$ cat config.mk
export PLATFORM = sky130hd
export DESIGN_NAME = rx_tag_fifo
export DESIGN_NICKNAME = d
export VERILOG_FILES = /design/src/rtl/rx_tag_fifo_pkg.sv /design/src/rtl/rx_fifo_store.sv /design/src/rtl/rx_fifo_stat_dly.sv /design/src/rtl/rx_tag_fifo.sv
export SDC_FILE = /design/constraint.sdc
export NUM_CORES = 1
export LEC_CHECK = 0
export BUFFER_PORTS_ARGS = -buffer_cell sky130_fd_sc_hd__buf_4
export CORE_MARGIN = 3
export CORE_UTILIZATION = 34
export CTS_BUF_LIST = sky130_fd_sc_hd__clkbuf_4
export DETAILED_ROUTE_END_ITERATION = 10
export SETUP_SLACK_MARGIN = 0.3
export SLEW_MARGIN = 0
export SYNTH_ARGS = -nofsm -noshare
export SYNTH_HDL_FRONTEND = slang
export SYNTH_SLANG_ARGS = --single-unit
$ cat constraint.sdc
create_clock -name clk -period 4.2 [get_ports clk]
set_clock_uncertainty 0.05 [all_clocks]
set_input_delay 0.42 -clock clk [delete_from_list [all_inputs] [get_ports clk]]
set_output_delay 0.42 -clock clk [all_outputs]
set_load 0.02 [all_outputs]
$ cat src/rtl/rx_tag_fifo_pkg.sv
package rx_tag_fifo_pkg;

    localparam int BYTE_W = 8;

    typedef enum logic [1:0] {
        TAG_FIRST    = 2'd0,
        TAG_MID      = 2'd1,
        TAG_LAST_OK  = 2'd2,
        TAG_LAST_BAD = 2'd3
    } tag_e;

    typedef struct packed {
        logic [1:0]        tag;
        logic [BYTE_W-1:0] data;
    } entry_t;

endpackage

$ cat src/rtl/rx_fifo_store.sv
module rx_fifo_store
    import rx_tag_fifo_pkg::*;
#(
    parameter int DEPTH = 19,
    parameter int PTR_W = $clog2(DEPTH),
    parameter int CNT_W = $clog2(DEPTH + 1)
) (
    input  logic              clk,
    input  logic              rst_n,
    input  logic              wr_en,
    input  logic [BYTE_W-1:0] wr_data,
    input  logic [1:0]        wr_tag,
    input  logic              rd_en,
    output logic [BYTE_W-1:0] rd_data,
    output logic [1:0]        head_tag,
    output logic [CNT_W-1:0]  count,
    output logic [CNT_W-1:0]  nlast,
    output logic              ovf
);

    localparam logic [CNT_W-1:0] FULL_CNT = CNT_W'(DEPTH);
    localparam logic [PTR_W-1:0] LAST_PTR = PTR_W'(DEPTH - 1);

    typedef struct packed {
        logic [PTR_W-1:0]  wr_ptr;
        logic [PTR_W-1:0]  rd_ptr;
        logic [CNT_W-1:0]  count;
        logic [CNT_W-1:0]  nlast;
        logic              ovf;
        logic [BYTE_W-1:0] rd_data;
    } state_t;

    state_t st_q, st_d;
    entry_t mem_q [DEPTH];
    entry_t head;
    logic   do_pop, do_push;

    function automatic logic [PTR_W-1:0] ptr_next(input logic [PTR_W-1:0] p);
        return (p == LAST_PTR) ? '0 : p + 1'b1;
    endfunction

    always_comb begin
        head    = mem_q[st_q.rd_ptr];
        do_pop  = rd_en && (st_q.count != '0);
        do_push = wr_en && ((st_q.count != FULL_CNT) || do_pop);
        st_d    = st_q;
        if (do_pop) begin
            st_d.rd_ptr  = ptr_next(st_q.rd_ptr);
            st_d.rd_data = head.data;
        end
        if (do_push) begin
            st_d.wr_ptr = ptr_next(st_q.wr_ptr);
        end
        if (wr_en && !do_push) begin
            st_d.ovf = 1'b1;
        end
        case ({do_push, do_pop})
            2'b10:   st_d.count = st_q.count + 1'b1;
            2'b01:   st_d.count = st_q.count - 1'b1;
            default: st_d.count = st_q.count;
        endcase
        case ({do_push && wr_tag[1], do_pop && head.tag[1]})
            2'b10:   st_d.nlast = st_q.nlast + 1'b1;
            2'b01:   st_d.nlast = st_q.nlast - 1'b1;
            default: st_d.nlast = st_q.nlast;
        endcase
    end

    always_ff @(posedge clk) begin
        if (!rst_n) begin
            st_q <= '0;
        end else begin
            st_q <= st_d;
        end
    end

    always_ff @(posedge clk) begin
        if (do_push) begin
            mem_q[st_q.wr_ptr] <= '{tag: wr_tag, data: wr_data};
        end
    end

    assign rd_data  = st_q.rd_data;
    assign head_tag = (st_q.count == '0) ? 2'd0 : head.tag;
    assign count    = st_q.count;
    assign nlast    = st_q.nlast;
    assign ovf      = st_q.ovf;

    // fill count never exceeds the capacity
    a_r4_count_bound: assert property (@(posedge clk) disable iff (!rst_n)
        st_q.count <= FULL_CNT);

    // overflow flag is sticky
    a_r4_ovf_sticky: assert property (@(posedge clk) disable iff (!rst_n)
        st_q.ovf |=> st_q.ovf);

    // a write into a full queue without a read is dropped
    a_r4_full_drop: assert property (@(posedge clk) disable iff (!rst_n)
        (wr_en && !rd_en && st_q.count == FULL_CNT) |=> (st_q.count == FULL_CNT) && st_q.ovf);

    // a read of an empty queue leaves the output byte alone
    a_r5_empty_read_hold: assert property (@(posedge clk) disable iff (!rst_n)
        (rd_en && st_q.count == '0) |=> $stable(st_q.rd_data) && $stable(st_q.rd_ptr));

    // pointers stay inside the modulo range
    a_r9_ptr_range: assert property (@(posedge clk) disable iff (!rst_n)
        (st_q.wr_ptr <= LAST_PTR) && (st_q.rd_ptr <= LAST_PTR));

endmodule

$ cat src/rtl/rx_fifo_stat_dly.sv
module rx_fifo_stat_dly #(
    parameter int CNT_W    = 5,
    parameter int STAT_DLY = 2
) (
    input  logic             clk,
    input  logic             rst_n,
    input  logic [CNT_W-1:0] count,
    input  logic [CNT_W-1:0] nlast,
    output logic             st_empty,
    output logic [CNT_W-1:0] st_level,
    output logic             st_has_last
);

    typedef struct packed {
        logic             empty;
        logic [CNT_W-1:0] level;
        logic             has_last;
    } stat_t;

    localparam stat_t RST_STAT = '{empty: 1'b1, level: '0, has_last: 1'b0};

    stat_t pipe_q [STAT_DLY];
    stat_t pipe_d [STAT_DLY];

    always_comb begin
        pipe_d[0] = '{empty: (count == '0), level: count, has_last: (nlast != '0)};
        for (int i = 1; i < STAT_DLY; i++) begin
            pipe_d[i] = pipe_q[i-1];
        end
    end

    generate
        for (genvar g = 0; g < STAT_DLY; g++) begin : g_stage
            always_ff @(posedge clk) begin
                if (!rst_n) begin
                    pipe_q[g] <= RST_STAT;
                end else begin
                    pipe_q[g] <= pipe_d[g];
                end
            end
        end
    endgenerate

    assign st_empty    = pipe_q[STAT_DLY-1].empty;
    assign st_level    = pipe_q[STAT_DLY-1].level;
    assign st_has_last = pipe_q[STAT_DLY-1].has_last;

    // delayed empty flag agrees with the delayed level
    a_r6_empty_level: assert property (@(posedge clk) disable iff (!rst_n)
        st_empty == (st_level == '0));

endmodule

$ cat src/rtl/rx_tag_fifo.sv
module rx_tag_fifo #(
    parameter int DEPTH    = 19,
    parameter int THRESH   = 15,
    parameter int STAT_DLY = 2,
    parameter int CNT_W    = $clog2(DEPTH + 1)
) (
    input  logic             clk,
    input  logic             rst_n,
    input  logic             wr_en,
    input  logic [7:0]       wr_data,
    input  logic [1:0]       wr_tag,
    input  logic             rd_en,
    input  logic             mask_thr,
    input  logic             mask_eop,
    output logic [7:0]       rd_data,
    output logic [1:0]       head_tag,
    output logic             st_empty,
    output logic [CNT_W-1:0] st_level,
    output logic             ovf,
    output logic             irq_thr,
    output logic             irq_eop
);

    localparam int PTR_W = $clog2(DEPTH);
    localparam logic [CNT_W-1:0] THR_CNT = CNT_W'(THRESH);

    logic [CNT_W-1:0] count, nlast;
    logic             st_has_last;

    rx_fifo_store #(
        .DEPTH (DEPTH),
        .PTR_W (PTR_W),
        .CNT_W (CNT_W)
    ) u_store (
        .clk      (clk),
        .rst_n    (rst_n),
        .wr_en    (wr_en),
        .wr_data  (wr_data),
        .wr_tag   (wr_tag),
        .rd_en    (rd_en),
        .rd_data  (rd_data),
        .head_tag (head_tag),
        .count    (count),
        .nlast    (nlast),
        .ovf      (ovf)
    );

    rx_fifo_stat_dly #(
        .CNT_W    (CNT_W),
        .STAT_DLY (STAT_DLY)
    ) u_stat (
        .clk         (clk),
        .rst_n       (rst_n),
        .count       (count),
        .nlast       (nlast),
        .st_empty    (st_empty),
        .st_level    (st_level),
        .st_has_last (st_has_last)
    );

    always_comb begin
        irq_thr = (st_level >= THR_CNT) && !mask_thr;
        irq_eop = st_has_last && !mask_eop;
    end

    // an end-of-packet interrupt needs a stored closing entry
    a_r8_eop_needs_data: assert property (@(posedge clk) disable iff (!rst_n)
        irq_eop |-> !st_empty);

    // the fill interrupt only fires with a non-empty queue
    a_r7_thr_not_empty: assert property (@(posedge clk) disable iff (!rst_n)
        irq_thr |-> !st_empty);

endmodule

# After elaboration in Yosys (flattened, before gate mapping)
# Memories as Yosys holds them, arrays and structs flattened. A register that Yosys moved wholly into a read port is not among the register bits.
# Cells that the tools add are included.
# Widths: inputs -> output; s select.
[totals] elab_cells=53 mem_bits_rw=204 output_inout_bits=19 register_bits=29 mem_count=2 input_bits=16
[mem_list] name="u_store.mem_q" words=19 word_bits=10 rd=1 rd_ports_with_merged_regs=1 write_ports=1 line_no="rx_fifo_store.sv:34" source="entry_t mem_q [DEPTH];"
[mem_list] name="u_stat.pipe_q" words=2 word_bits=7 rd=2 rd_ports_with_merged_regs=0 write_ports=2 line_no="rx_fifo_stat_dly.sv:22" source="stat_t pipe_q [STAT_DLY];"
[op_classes] bitwise_logic=2 addsub=6 reduce_logical=16 mux=13 n_lt_le_gt_ge=1 n_eq_ne=7
[op_table] cell="$add 5x1->5 const B" n=4
[op_table] cell="$mux 5" n=4
[op_table] cell="$pmux 5 s2" n=2
[op_table] cell="$mux 7" n=2
[op_table] cell="$eq 5x5->1 const B" n=2
[op_table] cell="$reduce_bool 5->1" n=2
[op_table] cell="$sub 5x1->5 const B" n=2
[op_table] cell="$logic_and 1x1->1" n=7
[op_table] cell="$ge 5x4->1 const B" n=1
[op_table] cell="$logic_not 5->1" n=1
[op_table] cell="$ne 5x5->1 const B" n=1
[op_table] cell="$eq 2x1->1 const B" n=2
[op_table] cell="$eq 2x2->1 const B" n=2
[op_table] cell="$mux 1" n=4
[op_table] cell="$reduce_bool 2->1" n=2
[op_table] cell="$logic_not 1->1" n=3
[op_table] cell="$mux 2" n=1
[op_table] cell="$or 1x1->1" n=2
[op_table] cell="$logic_or 1x1->1" n=1

# Depth between registers and ports, before layout
# Gate-level depths: netlist of run 1.
[depth] depth_word=7 depth_mapped=16 ltp_nobuf=13

# By module
# Synthesis of run 1 repeated with hierarchy kept, for this count alone.
[hier_totals] cells_unflattened=640 area_unflattened_um2=9539.1
[modules_own_cells] mod="rx_fifo_store" area_per_inst_um2=9133.8 seq_area_each_um2=6386.1 cells_each=606 instances=1
[modules_own_cells] mod="rx_fifo_stat_dly" area_per_inst_um2=386.6 seq_area_each_um2=280.3 cells_each=31 instances=1
[modules_own_cells] mod="rx_tag_fifo" area_per_inst_um2=18.8 seq_area_each_um2=0.0 cells_each=3 instances=1

# Least setup slack after synthesis of run 1
# OpenSTA, ideal clock, no wires.
[synth_path] path_kind="register -> register" start="reg with a tool-made name" end="reg u_store.st_q (netlist bit u_store.nlast[4])" required_time_ns=4.078 n_path_buf=2 setup_ns=0.072 period_less_slack_ns=3.237 t_arrival_ns=3.116 slack_ns=0.963 stages_incl_launch_ff=15 path_cell_list="dfxtp_1 buf_4 mux4_2 mux2_2 a221oi_2 nor2_1 ha_1 clkbuf_1 xor2_1 ha_1 o21a_1 o21ai_0 nand2b_1 a211oi_1 mux2i_1"
[synth_rtl] element="end signal: assignment" line_no="rx_fifo_store.sv:73" source="st_q <= st_d;"
[synth_rtl] element="end: declaration" line_no="rx_fifo_store.sv:33" source="state_t st_q, st_d;"

==> run_results.csv, run 1 <==
group,metric,value,unit
timing,slew_headroom,0.2194,
layout,areaGrowthSynthToFinish,15.74,%
power,p_clk_frac,0.312,
routing,wl_per_cell,17.66,µm
routing,via_per_inst,4.746,
global_route,grt_usage,0.1322,
worst_setup_path,cp_slowest_cell,"dfxtp_1",
timing,hold_violations,0,
layout,fillers,2542,
floorplanning,fp-row-count,60,
global_route,grt_pass1_wl,30.95,mm
placed_design,place_congestion,0.7778,
power,p_switching,0.001818,W
synth,yosysSeqAreaShare,0.6987,
synth,synth_cells,637,
synth,synth_edf_count,190,
timing,tightest_slew,1167,ps
clocking,clk_pin_slew,70,ps
synth,syn_area,9542,µm²
routing,first_pass_iters,4,
synth,ys_ff_latch,238,
timing,rsz0062_at_grt,"no",
synth,syn_avg_cell_area,14.98,µm²
synth,synth_warnings,0,
timing,tns,0,ps
layout,finalNetCount,750,
clocking,cts-resized-gates,0,
floorplanning,die_x,173.5,µm
power,power.share.switching,0.3004,
layout,drive_above_1_share,0.2188,
power,p_int,0.004234,W
clocking,clk_latency,680,ps
synth,yosysMostFrequentCell,"edfxtp_1",
worst_setup_path,path_buf_inv,0,
synth,synth_common_cells,"190 x edfxtp_1, 81 x mux2i_1, 48 x dfxtp_1",
flow_run,cap_violations,0,
worst_setup_path,end_kind,"flop",
worst_setup_path,cp-start-kind,"flop",
clocking,cts_buffers,58,
placed_design,portBuffers,34,
clocking,clk_path_buf_depth,3,
power,power_frac_comb,0.223,
synth,synth.top_cells.by_area,"edfxtp_1 60%, dfxtp_1 10%, mux2i_1 8.5%",
clocking,cts.sinks,238,
global_route,grt_max_degree,43,
synth,synth_top_area_cell,"edfxtp_1",
timing,setup_violations,0,
floorplanning,core,27250,µm²
routing,ant_nets,0,
routing,drt_wl_total,20.13,mm
routing,drtIter0Drc,337,
run_status,status,"completed",
clocking,cts_tree,"built",
synth,synth_top_area_frac,0.5980,
timing,finalCritPeriodShare,0.8348,
floorplanning,die-area,30110,µm²
routing,vias,5411,
worst_setup_path,path_class,"reg2reg",
worst_setup_path,path_cells,"mux4_2 > mux2_2 > a221oi_2 > nor2_1 > ha_1 > xor2_1 > ha_1 > o21a_1 > o21ai_0 > nand2b_1 > a211oi_1 > mux2i_1",
floorplanning,initial_utilization,0.3501,
clocking,postCtsHoldBufs,8,
clocking,cts_root_buffer,"clkbuf_4",
layout,fin_util,0.4052,
worst_setup_path,cp.arrival,4040,ps
layout,stdcell_area,11040,µm²
synth,async_flop_share,0,
synth,synth.distinct_cells,45,
clocking,post_cts_buffers,0,
worst_setup_path,path_common_cell,"ha_1",
power,seqPwrFrac,0.465,
floorplanning,io_pins,35,
clocking,h-tree-depth,2,
worst_setup_path,slowest_delay,680,ps
worst_setup_path,crit_path_max_fanout,16,
global_route,grt.overflow.total,0,
timing,slew_viol_final,0,
power,p_per_area,548.0,nW/µm²
power,leakagePower,3.807,nW
synth,synth-main-ff-cell,"edfxtp_1",
timing,fin_hold_ws,58.10,ps
floorplanning,die_y,173.5,µm
global_route,antenna_found_initial,0,
global_route,grt_pass1_vias,5397,
placed_design,dp_hpwl,12.37,mm
layout,n_antenna_cell,0,
timing,fmax,0.2852,GHz
worst_setup_path,worst-endpoint-required,4740,ps
timing,post-route-min-period,3506,ps
synth,syn_nets,668,
worst_hold_path,min_path_type,"in2reg",
worst_setup_path,crit_family,"compound AO/OA/AOI/OAI gates",
routing,drc,0,
power,peakVddDrop,266.1,µV
placed_design,place_area,10210,µm²
[state kept, by name (all words and copies together) (netlist names), named ones only]
signal / flops
u_store.rd_data: 8
u_store.ovf: 1
u_store.mem_q: 190
u_store.count: 5
u_stat.pipe_q: 14
u_store.st_q: 10
u_store.nlast: 5
[layout make-up]
cell class	count	area (µm²)	share of cell area
Timing Repair Buffer	66	515.5	0.04668
Tap cell	372	465.4	0.04215
Sequential cell	238	6670	0.6040
Multi-Input combinational cell	345	2595	0.2350
Clock inverter	20	88.84	0.008044
Inverter	10	40.04	0.003626
Clock buffer	89	668.1	0.06050
[final timing paths]
check                                    startpoint                    to  slack (ps)  depth (start not counted)
worst min-delay path                      wr_tag[0]  u_store.mem_q[10][8]          60                          1
worst max register to register                 flop      u_store.nlast[4]         690                         12
worst max-delay path                           flop      u_store.nlast[4]         690                         12
worst min register to register  u_stat.pipe_q[0][6]   u_stat.pipe_q[1][6]         360                          1
[cells in the final DEF, fill, tap and decap left out, types with 20 or more instances in the layout]
master      n
buf_4      58
o21ai_0    26
clkbuf_4   89
mux2i_1    81
a22oi_1    35
nor2_1     39
dfxtp_1    47
nand2_1    24
a21oi_1    20
edfxtp_1  190
[logic make-up after synthesis]
family	after synthesis	synth area share
multiplexers	91	0.1039
flip-flops	238	0.6987
buffers and inverters	54	0.02937
XOR/XNOR	16	0.01469
AND/OR/NAND/NOR	119	0.06255
AO/OA/AOI/OAI	104	0.07042
adder cells (fa/ha/maj)	15	0.02046
[metal layers]
metal | track usage | wire length, µm | part of all wire | vias to the layer above
li1 | - | - | - | 2591
met4 | 0.04291 | 401 | 0.020 | 0
met5 | 0 | 0 | 0 | -
met2 | 0.2158 | 9599 | 0.48 | 159
met1 | 0.1733 | 8929 | 0.44 | 2622
met3 | 0.03329 | 1198 | 0.060 | 39
[power groups by stage]
stage	clock, W	combinational (W)	sequential [W]
3_3_place_gp	0	0.00135	0.00286
4_1_cts	0.00195	0.00136	0.00281
6_report	0.00189	0.00135	0.00281
5_1_grt	0.00209	0.00149	0.00284
3_5_place_dp	0	0.00135	0.00287
2_1_floorplan	0	0.00108	0.00279
[per-stage QoR]
stage | power (W) | worst slack [ps] | cells
2_1_floorplan | 0.003869 | 962.7 | 637
3_3_place_gp | 0.004218 | 756.8 | 1023
3_5_place_dp | 0.004218 | 731.0 | 1023
4_1_cts | 0.006132 | 682.5 | 1140
5_1_grt | 0.006416 | 469.7 | 1140
6_report | 0.006051 | 693.9 | 1140
Power figures use the tool's default switching activity.
==> inputs of run 2 (changes only) <==
ABC_AREA = 1   (was unset)
clock period = 2.9 ns   (was 4.2 ns; I/O delays follow)
==> run 2 against run 1 <==
  * Sequential share of layout area shrank 6.9 points
  * Worst hold slack gained 310 ps
  * Via count grew 37%
  * Maximum frequency grew 35%
  * Sequential power grew 44%
  * Largest power group unchanged
  * Critical endpoint unchanged
  * Non-clock buffer count grew 47
  * Critical path depth grew 9
  * Register-to-register slack lost 390 ps
  * Highest routed layer unchanged
  * Clock-buffer cell count shrank 3
  * Largest cell class unchanged
  * Final cell count grew 38%
==> run_results.csv, run 2 <==
group,metric,value,unit
clocking,clk_latency,670,ps
worst_setup_path,cp-start-kind,"flop",
global_route,grt_pass1_wl,38.47,mm
floorplanning,initial_utilization,0.3465,
layout,areaGrowthSynthToFinish,21.08,%
synth,synth_common_cells,"235 x nand2_1, 190 x edfxtp_1, 150 x inv_1",
routing,drtIter0Drc,711,
layout,largest_reg_flops,190,
routing,drt_wl_total,25.35,mm
layout,top_register,"u_store.mem_q",
synth,synth-main-ff-cell,"edfxtp_1",
timing,setup_violations,0,
floorplanning,die-area,32410,µm²
clocking,h-tree-depth,2,
clocking,cts_tree,"built",
floorplanning,fp-row-count,63,
timing,tns,0,ps
placed_design,dp_hpwl,15.32,mm
synth,yosysSeqAreaShare,0.6475,
clocking,clk_pin_slew,70,ps
timing,finalCritPeriodShare,0.8958,
routing,wl_per_cell,16.13,µm
layout,drive_above_1_share,0.2041,
timing,fin_hold_ws,365.7,ps
synth,yosysMostFrequentCell,"nand2_1",
worst_setup_path,end_kind,"flop",
run_status,status,"completed",
power,p_per_area,795.3,nW/µm²
placed_design,portBuffers,34,
floorplanning,core,29720,µm²
global_route,grt_usage,0.1481,
power,peakVddDrop,346.1,µV
placed_design,place_ws,249.0,ps
timing,rsz0062_at_grt,"yes",
clocking,cts.sinks,238,
floorplanning,die_x,180.0,µm
global_route,grt_max_degree,39,
synth,synth.distinct_cells,34,
layout,top_regs,"u_store.mem_q x190, u_stat.pipe_q x14, u_store.st_q x10",
layout,layout_common_cells,"226 x nand2_1, 190 x edfxtp_1, 148 x inv_1",
timing,slew_headroom,0.3611,
routing,via_per_inst,4.718,
worst_setup_path,crit_path_max_fanout,5,
placed_design,place_congestion,0.8769,
synth,synth_warnings,0,
synth,synth_top_area_frac,0.5541,
global_route,grt.overflow.total,0,
timing,post-route-min-period,2598,ps
layout,layout_commonest_cell,"nand2_1",
worst_setup_path,worst-endpoint-required,3450,ps
clocking,cts_root_buffer,"clkbuf_4",
timing,hold_violations,0,
timing,fmax,0.3849,GHz
flow_run,cap_violations,0,
worst_hold_path,min_path_type,"reg2reg",
floorplanning,io_pins,35,
synth,async_flop_share,0,
synth,synth_cells,1015,
timing,tightest_slew,954.8,ps
timing,layout_setup_ws,302.1,ps
clocking,clk_path_buf_depth,3,
synth,syn_area,10300,µm²
timing,slew_viol_final,0,
routing,drc,0,
layout,finalNetCount,1168,
clocking,cts_buffers,60,
synth,syn_nets,1046,
synth,synth_top_area_cell,"edfxtp_1",
synth,syn_avg_cell_area,10.14,µm²
routing,vias,7417,
worst_setup_path,path_class,"reg2reg",
global_route,grt_pass1_vias,7150,
worst_setup_path,cp.arrival,3140,ps
synth,synth.top_cells.by_area,"edfxtp_1 55%, dfxtp_1 9.3%, nand2_1 8.6%",
synth,synth_edf_count,190,
floorplanning,die_y,180.0,µm
routing,ant_nets,0,
global_route,antenna_found_initial,1,
power,leakagePower,5.265,nW
routing,first_pass_iters,5,
synth,ys_ff_latch,238,
==> run 2: final timing paths <==
path / from / endpoint / slack [ps] / depth (start not counted)
worst max-delay path: flop / u_store.nlast[4] / 300 / 21
worst min-delay path: u_stat.pipe_q[0][2] / u_stat.pipe_q[1][2] / 370 / 2
worst max register to register: flop / u_store.nlast[4] / 300 / 21
worst min register to register: u_stat.pipe_q[0][2] / u_stat.pipe_q[1][2] / 370 / 2
==> run 2: layer usage <==
| layer | vias up | global-route usage | part of all wire |
|---|---|---|---|
| met1 | 3498 | 0.1935 | 0.43 |
| met4 | 0 | 0.05127 | 0.020 |
| met5 | - | 0 | 0 |
| li1 | 3619 | - | - |
| met3 | 40 | 0.03290 | 0.064 |
| met2 | 260 | 0.2447 | 0.48 |
==> run 2: power by group <==
group	internal (W)	switching (W)	leakage, nW
sequential	0.00389	0.000171	2.11
combinational	0.00127	0.00193	2.72
clock	0.00136	0.00130	0.437
total	0.00651	0.00340	5.26
==> run 2: critical path: stages (launching register included) <==
cell and delay [ps]:
dfxtp_4 360, buf_12 150, buf_8 130, nor2_1 120, nor2_1 50, o21ai_1 60, nand3_1 100, nand3_2 90
nand3_2 120, nand2_4 120, nor2_4 50, ha_4 170, buf_6 130, ha_4 260, inv_2 40, o21bai_1 140
inv_1 70, nand2_1 50, nand2_1 50, nand2_1 50, nand2_1 40, a21oi_1 130
==> run 2: cell families (layout without fill, tap and decap cells) <==
family,after synthesis,count (layout),synth area share
adder cells (fa/ha/maj),15,15,0.01896
AND/OR/NAND/NOR,449,449,0.1876
XOR/XNOR,12,12,0.01021
flip-flops,238,238,0.6475
buffers and inverters,210,376,0.09029
other,0,1,0
AO/OA/AOI/OAI,91,91,0.04545
==> run 2: repair_timing <==
action                                 CTS  global route
setup endpoints to repair                2            17
pin swaps                                2            24
cloned                                   0             5
buffers inserted                         5            17
gates resized for setup                 21            67
endpoints found under the hold margin  221             0
hold buffers                            13             0
==> run 2: cell type report <==
class / count / area, µm²
tap: 390 / 488.0
clock buffer: 86 / 645.6
clock inverter: 20 / 77.57
multi-input combinational: 567 / 2884
fill: 2801 / 17250
timing repair buffer: 113 / 1080
antenna: 1 / 2.502
timing repair inverter: 1 / 8.758
sequential: 238 / 6674
inverter: 156 / 606.8
==> run 2: through the flow <==
step	cells	utilization	power, W	cell area [µm²]
floorplan	1015	-	0.005882	10300
global placement	1425	0.3703	0.006571	11000
detailed placement	1425	0.3703	0.006589	11000
CTS	1549	0.4026	0.009384	11960
global route	1572	0.4195	0.01049	12470
finish	1572	0.4195	0.009915	12470
